===== src/rtl/bfg_pkg.sv =====
package bfg_pkg;
    parameter int BYTE_W  = 8;
    parameter int FIELD_W = 4;
    localparam int DIV_W  = 2 * BYTE_W;
    localparam int ACC_W  = FIELD_W + 1;

    typedef struct packed {
        logic [FIELD_W-1:0] mul;
        logic [FIELD_W-1:0] add;
    } frac_t;

    typedef struct packed {
        logic [DIV_W-1:0] div;
        frac_t            frac;
    } cfg_t;

    function automatic logic frac_legal(frac_t f);
        return (f.mul != '0) && (f.add < f.mul);
    endfunction

    function automatic logic [DIV_W-1:0] eff_div(logic [DIV_W-1:0] d);
        return (d == '0) ? DIV_W'(1) : d;
    endfunction
endpackage


===== src/rtl/bfg_cfg_shadow.sv =====
module bfg_cfg_shadow
    import bfg_pkg::*;
(
    input  logic                   clk,
    input  logic                   rst,
    input  logic                   run,
    input  logic [BYTE_W-1:0]      div_hi,
    input  logic [BYTE_W-1:0]      div_lo,
    input  logic [2*FIELD_W-1:0]   frac_raw,
    output logic [DIV_W-1:0]       div_eff,
    output logic [FIELD_W-1:0]     add_eff,
    output logic [FIELD_W-1:0]     mul_eff,
    output logic                   cfg_err
);
    cfg_t cfg_q;
    logic legal;

    always_ff @(posedge clk) begin
        if (rst) begin
            cfg_q.div      <= '0;
            cfg_q.frac.mul <= FIELD_W'(1);
            cfg_q.frac.add <= '0;
        end else if (!run) begin
            cfg_q.div  <= {div_hi, div_lo};
            cfg_q.frac <= frac_t'(frac_raw);
        end
    end

    always_comb begin
        legal   = frac_legal(cfg_q.frac);
        cfg_err = !legal;
        div_eff = eff_div(cfg_q.div);
        add_eff = legal ? cfg_q.frac.add : '0;
        mul_eff = legal ? cfg_q.frac.mul : FIELD_W'(1);
    end


    cfg_hold_chk: assert property (@(posedge clk) disable iff (rst)
        (run && $past(run)) |-> $stable(cfg_q));
endmodule


===== src/rtl/bfg_int_div.sv =====
module bfg_int_div
    import bfg_pkg::*;
(
    input  logic             clk,
    input  logic             rst,
    input  logic             run,
    input  logic [DIV_W-1:0] div_eff,
    output logic             tc
);
    logic [DIV_W-1:0] cnt_q;

    assign tc = run && (cnt_q == '0);

    always_ff @(posedge clk) begin
        if (rst || !run)
            cnt_q <= '0;
        else if (cnt_q == '0)
            cnt_q <= div_eff - DIV_W'(1);
        else
            cnt_q <= cnt_q - DIV_W'(1);
    end


    cnt_range_chk: assert property (@(posedge clk) disable iff (rst)
        cnt_q < div_eff);
endmodule


===== src/rtl/bfg_frac_stretch.sv =====
module bfg_frac_stretch
    import bfg_pkg::*;
(
    input  logic               clk,
    input  logic               rst,
    input  logic               run,
    input  logic               tc,
    input  logic [FIELD_W-1:0] add_eff,
    input  logic [FIELD_W-1:0] mul_eff,
    output logic               tick_en
);
    logic [ACC_W-1:0] acc_q;
    logic [ACC_W-1:0] sum;
    logic [ACC_W-1:0] mul_x;
    logic             skip_q;

    always_comb begin
        mul_x   = {1'b0, mul_eff};
        sum     = acc_q + {1'b0, add_eff};
        tick_en = tc && !skip_q;
    end

    always_ff @(posedge clk) begin
        if (rst || !run) begin
            acc_q  <= '0;
            skip_q <= 1'b0;
        end else if (tc) begin
            if (skip_q) begin
                skip_q <= 1'b0;
            end else if (sum >= mul_x) begin
                acc_q  <= sum - mul_x;
                skip_q <= 1'b1;
            end else begin
                acc_q  <= sum;
            end
        end
    end


    acc_bound_chk: assert property (@(posedge clk) disable iff (rst)
        acc_q < mul_x);


    skip_needs_add_chk: assert property (@(posedge clk) disable iff (rst)
        skip_q |-> (add_eff != '0));
endmodule


===== src/rtl/baud_frac_gen.sv =====
module baud_frac_gen
    import bfg_pkg::*;
(
    input  logic                 clk,
    input  logic                 rst,
    input  logic [BYTE_W-1:0]    div_hi,
    input  logic [BYTE_W-1:0]    div_lo,
    input  logic [2*FIELD_W-1:0] frac_cfg,
    input  logic                 run,
    output logic                 tick,
    output logic                 cfg_err
);
    logic [DIV_W-1:0]   div_eff;
    logic [FIELD_W-1:0] add_eff;
    logic [FIELD_W-1:0] mul_eff;
    logic               tc;
    logic               tick_en;
    logic               tick_q;

    bfg_cfg_shadow u_shadow (
        .clk      (clk),
        .rst      (rst),
        .run      (run),
        .div_hi   (div_hi),
        .div_lo   (div_lo),
        .frac_raw (frac_cfg),
        .div_eff  (div_eff),
        .add_eff  (add_eff),
        .mul_eff  (mul_eff),
        .cfg_err  (cfg_err)
    );

    bfg_int_div u_div (
        .clk     (clk),
        .rst     (rst),
        .run     (run),
        .div_eff (div_eff),
        .tc      (tc)
    );

    bfg_frac_stretch u_frac (
        .clk     (clk),
        .rst     (rst),
        .run     (run),
        .tc      (tc),
        .add_eff (add_eff),
        .mul_eff (mul_eff),
        .tick_en (tick_en)
    );

    always_ff @(posedge clk) begin
        if (rst) tick_q <= 1'b0;
        else     tick_q <= tick_en;
    end

    assign tick = tick_q;


    no_double_tick_chk: assert property (@(posedge clk) disable iff (rst)
        (tick && div_eff > DIV_W'(1)) |=> !tick);


    idle_quiet_chk: assert property (@(posedge clk) disable iff (rst)
        !run |=> !tick);


    err_no_stretch_chk: assert property (@(posedge clk) disable iff (rst)
        cfg_err |-> (add_eff == '0));
endmodule


===== config.mk =====
export PLATFORM = sky130hd
export DESIGN_NAME = baud_frac_gen
export DESIGN_NICKNAME = d
export VERILOG_FILES = /design/src/rtl/bfg_pkg.sv /design/src/rtl/bfg_cfg_shadow.sv /design/src/rtl/bfg_int_div.sv /design/src/rtl/bfg_frac_stretch.sv /design/src/rtl/baud_frac_gen.sv
export SDC_FILE = /design/constraint.sdc
export NUM_CORES = 1
export LEC_CHECK = 0
export ABC_CLOCK_PERIOD_IN_PS = 4500
export BUFFER_PORTS_ARGS = -buffer_cell sky130_fd_sc_hd__buf_2
export CAP_MARGIN = 15
export CORE_ASPECT_RATIO = 0.9
export CORE_MARGIN = 1.5
export CORE_UTILIZATION = 50
export DETAILED_ROUTE_END_ITERATION = 10
export PLACE_DENSITY = 0.7
export SYNTH_ARGS = -nofsm -noshare
export SYNTH_HDL_FRONTEND = slang
export SYNTH_SLANG_ARGS = --single-unit

===== constraint.sdc =====
create_clock -name clk -period 4.5 [get_ports clk]
set_input_delay 0.675 -clock clk [delete_from_list [all_inputs] [get_ports clk]]
set_output_delay 0.675 -clock clk [all_outputs]
set_load 0.05 [all_outputs]

==> summary.txt, run 1 <==
STA
  – Fmax: 0.241 GHz
  – Clk_skew: 5.14 ps
  – Slew headroom: 38.4%
  – Tightest Pin Transition: 918 ps
  – RSZ-0062 raised after global routing: false
  – Max-slew violation count: 0
  – Hold Vio Cnt, Final: 0
  – Setup TNS: 0 ps
  – Post-route worst setup slack: 348 ps
  – Tcrit/Tclk final: 92.3%
  – Final setup fails: 0
  – Post-layout min period: 4150 ps

Floorplan
  – Die height: 71.2 um
  – Num ports: 29
  – Die area: 0.00561 mm^2
  – Initial Util: 52.8%
  – Row cnt: 24
  – Core outline area: 0.00489 mm^2
  – Die X: 78.8 um

Hold path
  – HP Class: register to register
  – Hold wc startpoint: u_frac.skip_q

Clock tree
  – CTS tree: built
  – Clk pin slew, worst setup/hold paths: 90 ps
  – Post-cts resize count: 0
  – CTS sink count: 47
  – Clock insertion delay at the later pin of the skew report: 300 ps
  – CTS Buf Count: 5
  – Clk buf depth: 2
  – H-tree Lvls: 2
  – Root Buffer: clkbuf_8

Global routing
  – Largest net degree at the start of global routing: 30
  – Grt total ovfl: 0
  – First-pass GRT wire length: 9900 um
  – GRT Total Usage: 22.6%
  – Initial antenna violation count: 0
  – Vias in the first global route: 2,071

Pwr
  – Peak supply drop: 342 uV
  – Final Power: 0.00209 W
  – Power Density: 727 mW/mm^2
  – Leakage power: 1.25 nW

Yosys
  – Yosys cell types: 54
  – Sequential share of the synthesized area: 36.4%
  – Top post-synthesis cells by area: dfxtp_1 (36%), mux2i_1 (9.7%), nor2_1 (7.0%)
  – Dominant synthesized flop cell: dfxtp_1
  – FF+latch count, synth: 47
  – Ys Warns: 0
  – Top-area cell type share of the netlist area: 36.4%
  – Post-Syn Area: 0.00258 mm^2
  – Syn avg cell area: 8.88 um^2
  – Largest area contributor in the netlist: dfxtp_1
  – Synth Instances: 291
  – Net Count, Synth: 332
  – Post-synth EDFFs: 0
  – Share of synthesized registers carrying an async set or reset: 0%

Finish
  – Final nets: 359
  – P&R area growth vs syn: 11.0%
  – Fin area: 0.00287 mm^2
  – Commonest non-fill, non-tap cell in the layout: nor2_1
  – Final core occ: 58.6%
  – Most frequent cells in the layout: nor2_1 (48), dfxtp_1 (47), buf_2 (28)
  – Layout cell share with drive strength beyond 1: 16.3%
  – Ant diodes: 0

Critical path
  – Crit path launch: u_shadow.cfg_q[5]
  – Critical path class: register to register
  – R2r startpoint: u_shadow.cfg_q[5]
  – Req. time, crit path: 4670 ps
  – Crit path arrival time: 4320 ps
  – Worst setup EP type: register
  – Crit path launch type: register
  – CP Max Fanout: 4

Place
  – DP Worst Slack: 347 ps
  – Hpwl dp: 4140 um
  – PortBufs: 28
  – Placed instance area: 0.00277 mm^2
  – Placer Congestion: 0.839

Route
  – Max layer used: met4
  – Routed WL per cell: 15.0 um
  – DR vias: 2,159
  – Initial DRC count: 120
  – M1 wire length: 2910 um
  – WL final: 5750 um
  – WL met2: 2440 um
  – DR pass1 iterations: 4
  – Met3 wire len: 300 um
  – DRC: 0
  – Routed Antenna Nets: 0
  – Routed vias/inst: 5.62

Status
  – Status: finished, final reports clean

Job
  – Max-Cap Viols: 0
-- layout make-up --
cell class              instances  area (um^2)
repair buffers                 32          170
clock inverters                 2         12.5
inverters                       9         33.8
fillers                       468         2030
multi-input cells             223         1560
flip-flops and latches         47          941
clock buffers                   6         72.6
well taps                      65         81.3
-- cells in the mapped netlist (3+ instances only) --
| cell type | instances |
|---|---|
| xnor2_1 | 5 |
| o21ai_0 | 10 |
| xor2_1 | 5 |
| ha_1 | 12 |
| nor2_1 | 48 |
| and2_1 | 6 |
| dfxtp_1 | 47 |
| or3_1 | 3 |
| a21o_1 | 9 |
| nor4_1 | 6 |
| nor3_2 | 3 |
| o31ai_1 | 4 |
| nand2_1 | 8 |
| a21oi_1 | 23 |
| nor2b_1 | 3 |
| nand2b_1 | 4 |
| mux2i_1 | 25 |
| nand4_1 | 3 |
| clkbuf_1 | 8 |
| nor3_1 | 8 |
| inv_1 | 9 |
-- routing by layer --
layer  up-vias  track usage [%]
li1       1097                -
met1      1001             33.1
met2        52             33.0
met3         9             4.26
met4         0             7.94
met5         -                0
-- critical path: stages, from the launching register on --
cell and delay (ps):
dfxtp_1 390, inv_1 60, ha_1 260, a21o_1 150, a21o_1 170, a21oi_1 260
o41a_1 280, and2_1 160, ha_1 160, inv_1 50, fa_1 480, inv_1 80
ha_1 310, a21o_1 160, a21o_1 190, a221oi_2 410, buf_4 200, mux2i_1 180
a21oi_1 80
-- power breakdown --
part | switching [W] | internal [W] | leakage [nW]
clock network | 0.000145 | 0.000109 | 0.0412
logic | 0.000761 | 0.000494 | 0.825
registers | 0.0000784 | 0.000501 | 0.386
-- logic make-up (layout without fill, tap and decap cells) --
group	count (synthesis)	count (layout)	synth area share, %
fa+ha+maj	14	14	7.36
simple gates	108	108	22.5
mux	28	28	11.0
xor+xnor	10	10	3.39
buf+inv	21	49	3.29
compound gates	63	63	16.1
flops	47	47	36.4
-- path summary, 6_finish.rpt --
path / endpoint / slack (ps) / depth (start not counted)
max: u_frac.acc_q[3] / 350 / 18
min reg2reg: u_frac.skip_q / 500 / 2
min: u_frac.skip_q / 500 / 2
max reg2reg: u_frac.acc_q[3] / 350 / 18
-- per-stage QoR --
stage               hold WS, ps  cells
floorplan                   460    291
global placement            473    374
detailed placement          480    374
CTS                         494    382
global route                512    384
finish                      498    384
-- flip-flops by register name (all words and copies together), names as in the netlist --
name	flops
u_shadow.cfg_q	24
u_div.cnt_q	16
u_frac.acc_q	5
tick	1
u_frac.skip_q	1
-- repair_timing --
| action | CTS | global route |
|---|---|---|
| hold buffers | 0 | 0 |
| setup buffers | 0 | 2 |
| setup endpoints to repair | 0 | 1 |
(Power assumes the default switching activity.)
==> run 2: changes to the inputs <==
--- a/config.mk
+++ b/config.mk
@@ -10,9 +10,9 @@
 export CAP_MARGIN = 15
 export CORE_ASPECT_RATIO = 0.9
 export CORE_MARGIN = 1.5
-export CORE_UTILIZATION = 50
+export CORE_UTILIZATION = 58
 export DETAILED_ROUTE_END_ITERATION = 10
-export PLACE_DENSITY = 0.7
+export PLACE_DENSITY = 0.79
 export SYNTH_ARGS = -nofsm -noshare
 export SYNTH_HDL_FRONTEND = slang
 export SYNTH_SLANG_ARGS = --single-unit
==> run 2 against run 1 <==
Total power fell by 0.16%. Die area fell by 13%. Largest cell class unchanged. Count of clock-buffer cells in the layout did not move. Final cell count fell by 1.8%. Worst setup slack improved by 19 ps.
==> summary.txt, run 2 (same netlist as run 1, synthesis figures left out) <==
STA
  – Max-slew violation count: 0 (unchanged)
  – Post-layout min period: 4130 ps (was 4150 ps)
  – Tightest Pin Transition: 942 ps (was 918 ps)
  – RSZ-0062 raised after global routing: false (unchanged)
  – Clk_skew: 12.8 ps (was 5.14 ps)
  – Setup TNS: 0 ps (unchanged)
  – Final setup fails: 0 (unchanged)
  – Hold Vio Cnt, Final: 0 (unchanged)
  – Tcrit/Tclk final: 91.8% (was 92.3%)
  – Fmax: 0.242 GHz (was 0.241 GHz)
  – Slew headroom: 36.8% (was 38.4%)

Critical path
  – Critical path class: register to register (unchanged)
  – Reg-to-reg endpoint: u_frac.acc_q[1] (was u_frac.acc_q[3])
  – Worst setup EP type: register (unchanged)
  – CP Max Fanout: 7 (was 4)
  – Crit path max-delay cell type: fa_1 (unchanged)
  – R2r startpoint: u_shadow.cfg_q[5] (unchanged)
  – Critical-path cell list: inv_1 > ha_1 > a21o_1 > a21o_1 > a21oi_1 > o41a_1 > and2_1 > ha_1 > inv_1 > fa_1 > inv_1 > ha_1 > a21o_1 > a21o_1 > a221oi_2 > buf_4 > mux2i_1 > a21oi_1 (unchanged)
  – Crit path launch type: register (unchanged)
  – Crit path arrival time: 4300 ps (was 4320 ps)
  – Cell mode on critical path: a21o_1 (unchanged)
  – Slowest Stage Delay on Critical Path: 470 ps (was 480 ps)
  – Worst r2r path cells: 18 (unchanged)
  – Req. time, crit path: 4660 ps (was 4670 ps)
  – Buf/Inv on CP: 4 (unchanged)
  – R2R Setup Slk: 370 ps (was 350 ps)
  – Largest delay share family, worst path: compound AO/OA/AOI/OAI gates (unchanged)

Floorplan
  – Initial Util: 61.8% (was 52.8%)
  – Num ports: 29 (unchanged)
  – Die area: 0.00486 mm^2 (was 0.00561 mm^2)
  – Die X: 73.4 um (was 78.8 um)
  – Core outline area: 0.00418 mm^2 (was 0.00489 mm^2)
  – Row cnt: 22 (was 24)
  – Die height: 66.3 um (was 71.2 um)

Route
  – Routed Antenna Nets: 0 (unchanged)
  – Routed vias/inst: 5.69 (was 5.62)
  – Routed WL per cell: 14.4 um (was 15.0 um)
  – Initial DRC count: 144 (was 120)
  – WL final: 5440 um (was 5750 um)
  – DR pass1 iterations: 4 (unchanged)
  – DRC: 0 (unchanged)
  – DR vias: 2,147 (was 2,159)

Finish
  – Regs by FF count: u_shadow.cfg_q (24), u_div.cnt_q (16), u_frac.acc_q (5) (unchanged)
  – Max FFs per register: 24 (unchanged)
  – P&R area growth vs syn: 10.4% (was 11.0%)
  – Layout Cells excl Fill: 377 (was 384)
  – Final nets: 357 (was 359)
  – Ant diodes: 0 (unchanged)
  – Commonest non-fill, non-tap cell in the layout: nor2_1 (unchanged)
  – Layout cell share with drive strength beyond 1: 15.8% (was 16.3%)
  – Top reg by flops: u_shadow.cfg_q (unchanged)
  – Most frequent cells in the layout: nor2_1 (48), dfxtp_1 (47), buf_2 (28) (unchanged)

Global routing
  – GRT Total Usage: 25.0% (was 22.6%)
  – Initial antenna violation count: 0 (unchanged)
  – First-pass GRT wire length: 9320 um (was 9900 um)
  – Grt total ovfl: 0 (unchanged)
  – Largest net degree at the start of global routing: 30 (unchanged)
  – Vias in the first global route: 1,980 (was 2,071)

Clock tree
  – Post-cts resize count: 0 (unchanged)
  – Post-CTS Setup Repair Bufs: 0 (unchanged)
  – Clk buf depth: 2 (unchanged)
  – Post-CTS Hold Buffers: 0 (unchanged)
  – CTS tree: built (unchanged)
  – CTS sink count: 47 (unchanged)
  – H-tree Lvls: 2 (unchanged)
  – Root Buffer: clkbuf_8 (unchanged)
  – CTS Buf Count: 5 (unchanged)
  – Clock insertion delay at the later pin of the skew report: 300 ps (about the same)
  – Clk pin slew, worst setup/hold paths: 90 ps (about the same)

Place
  – Hpwl dp: 4020 um (was 4140 um)
  – Placed cell count: 369 (was 374)
  – Placer Congestion: 0.864 (was 0.839)
  – PortBufs: 28 (unchanged)

Hold path
  – Hold wc startpoint: u_frac.acc_q[4] (was u_frac.skip_q)
  – Hold depth: 2 (unchanged)
  – HP Class: register to register (unchanged)
  – Hold endpoint: u_frac.acc_q[4] (was u_frac.skip_q)

Pwr
  – Peak supply drop: 366 uV (was 342 uV)
  – Power Density: 731 mW/mm^2 (was 727 mW/mm^2)
  – Leakage power: 1.24 nW (was 1.25 nW)

Job
  – Max-Cap Viols: 0 (unchanged)

Status
  – Status: finished, final reports clean (unchanged)
run 2: how the worst max path moves through the flow:
stage | cells past startpoint | start | endpoint | slack [ps]
finish | 18 | u_shadow.cfg_q[5] | u_frac.acc_q[1] | 370
floorplan | 17 | u_shadow.cfg_q[5] | u_frac.acc_q[0] | 540
detailed placement | 18 | u_shadow.cfg_q[5] | u_frac.acc_q[1] | 420
global route | 18 | u_shadow.cfg_q[5] | u_frac.acc_q[3] | 70
CTS | 18 | u_shadow.cfg_q[5] | u_frac.acc_q[1] | 400
global placement | 18 | u_shadow.cfg_q[5] | u_frac.acc_q[1] | 530
run 2: power breakdown:
group | total (W) | switching, W | internal (W)
Combinational | 0.00125 | 0.000762 | 0.000489
Sequential | 0.000580 | 0.0000793 | 0.000501
Clock | 0.000253 | 0.000142 | 0.000112
run 2: through the flow:
step / utilization [%] / setup slack (ps) / area (um^2) / total power, W / hold slack, ps
after CTS: 68.2 / 399 / 2850 / 0.00207 / 515
after global placement: 66.0 / 534 / 2760 / 0.00178 / 476
final: 68.2 / 367 / 2850 / 0.00208 / 512
after detailed placement: 66.0 / 419 / 2760 / 0.00181 / 500
after floorplan: - / 545 / 2580 / 0.00157 / 460
after global routing: 68.2 / 70.5 / 2850 / 0.00225 / 533
run 2: worst min-delay path: stages, from the launching register on:
cell	delay (ps)
dfxtp_1	320
nor2_1	100
a211oi_1	50
run 2: final cells by class:
class,count,area (um^2)
timing repair buffer,30,155
tap,60,75.1
multi-input combinational,223,1560
clock buffer,6,72.6
fill,365,1330
clock inverter,2,16.3
sequential,47,941
inverter,9,33.8
run 2: metal layers:
metal  up-vias  wire length (um)  track usage, %
met1       976              2760            36.1
met4         0                56            7.18
li1       1097                 -               -
met3         8               316            5.18
met5         -                 0               0
met2        66              2300            37.2
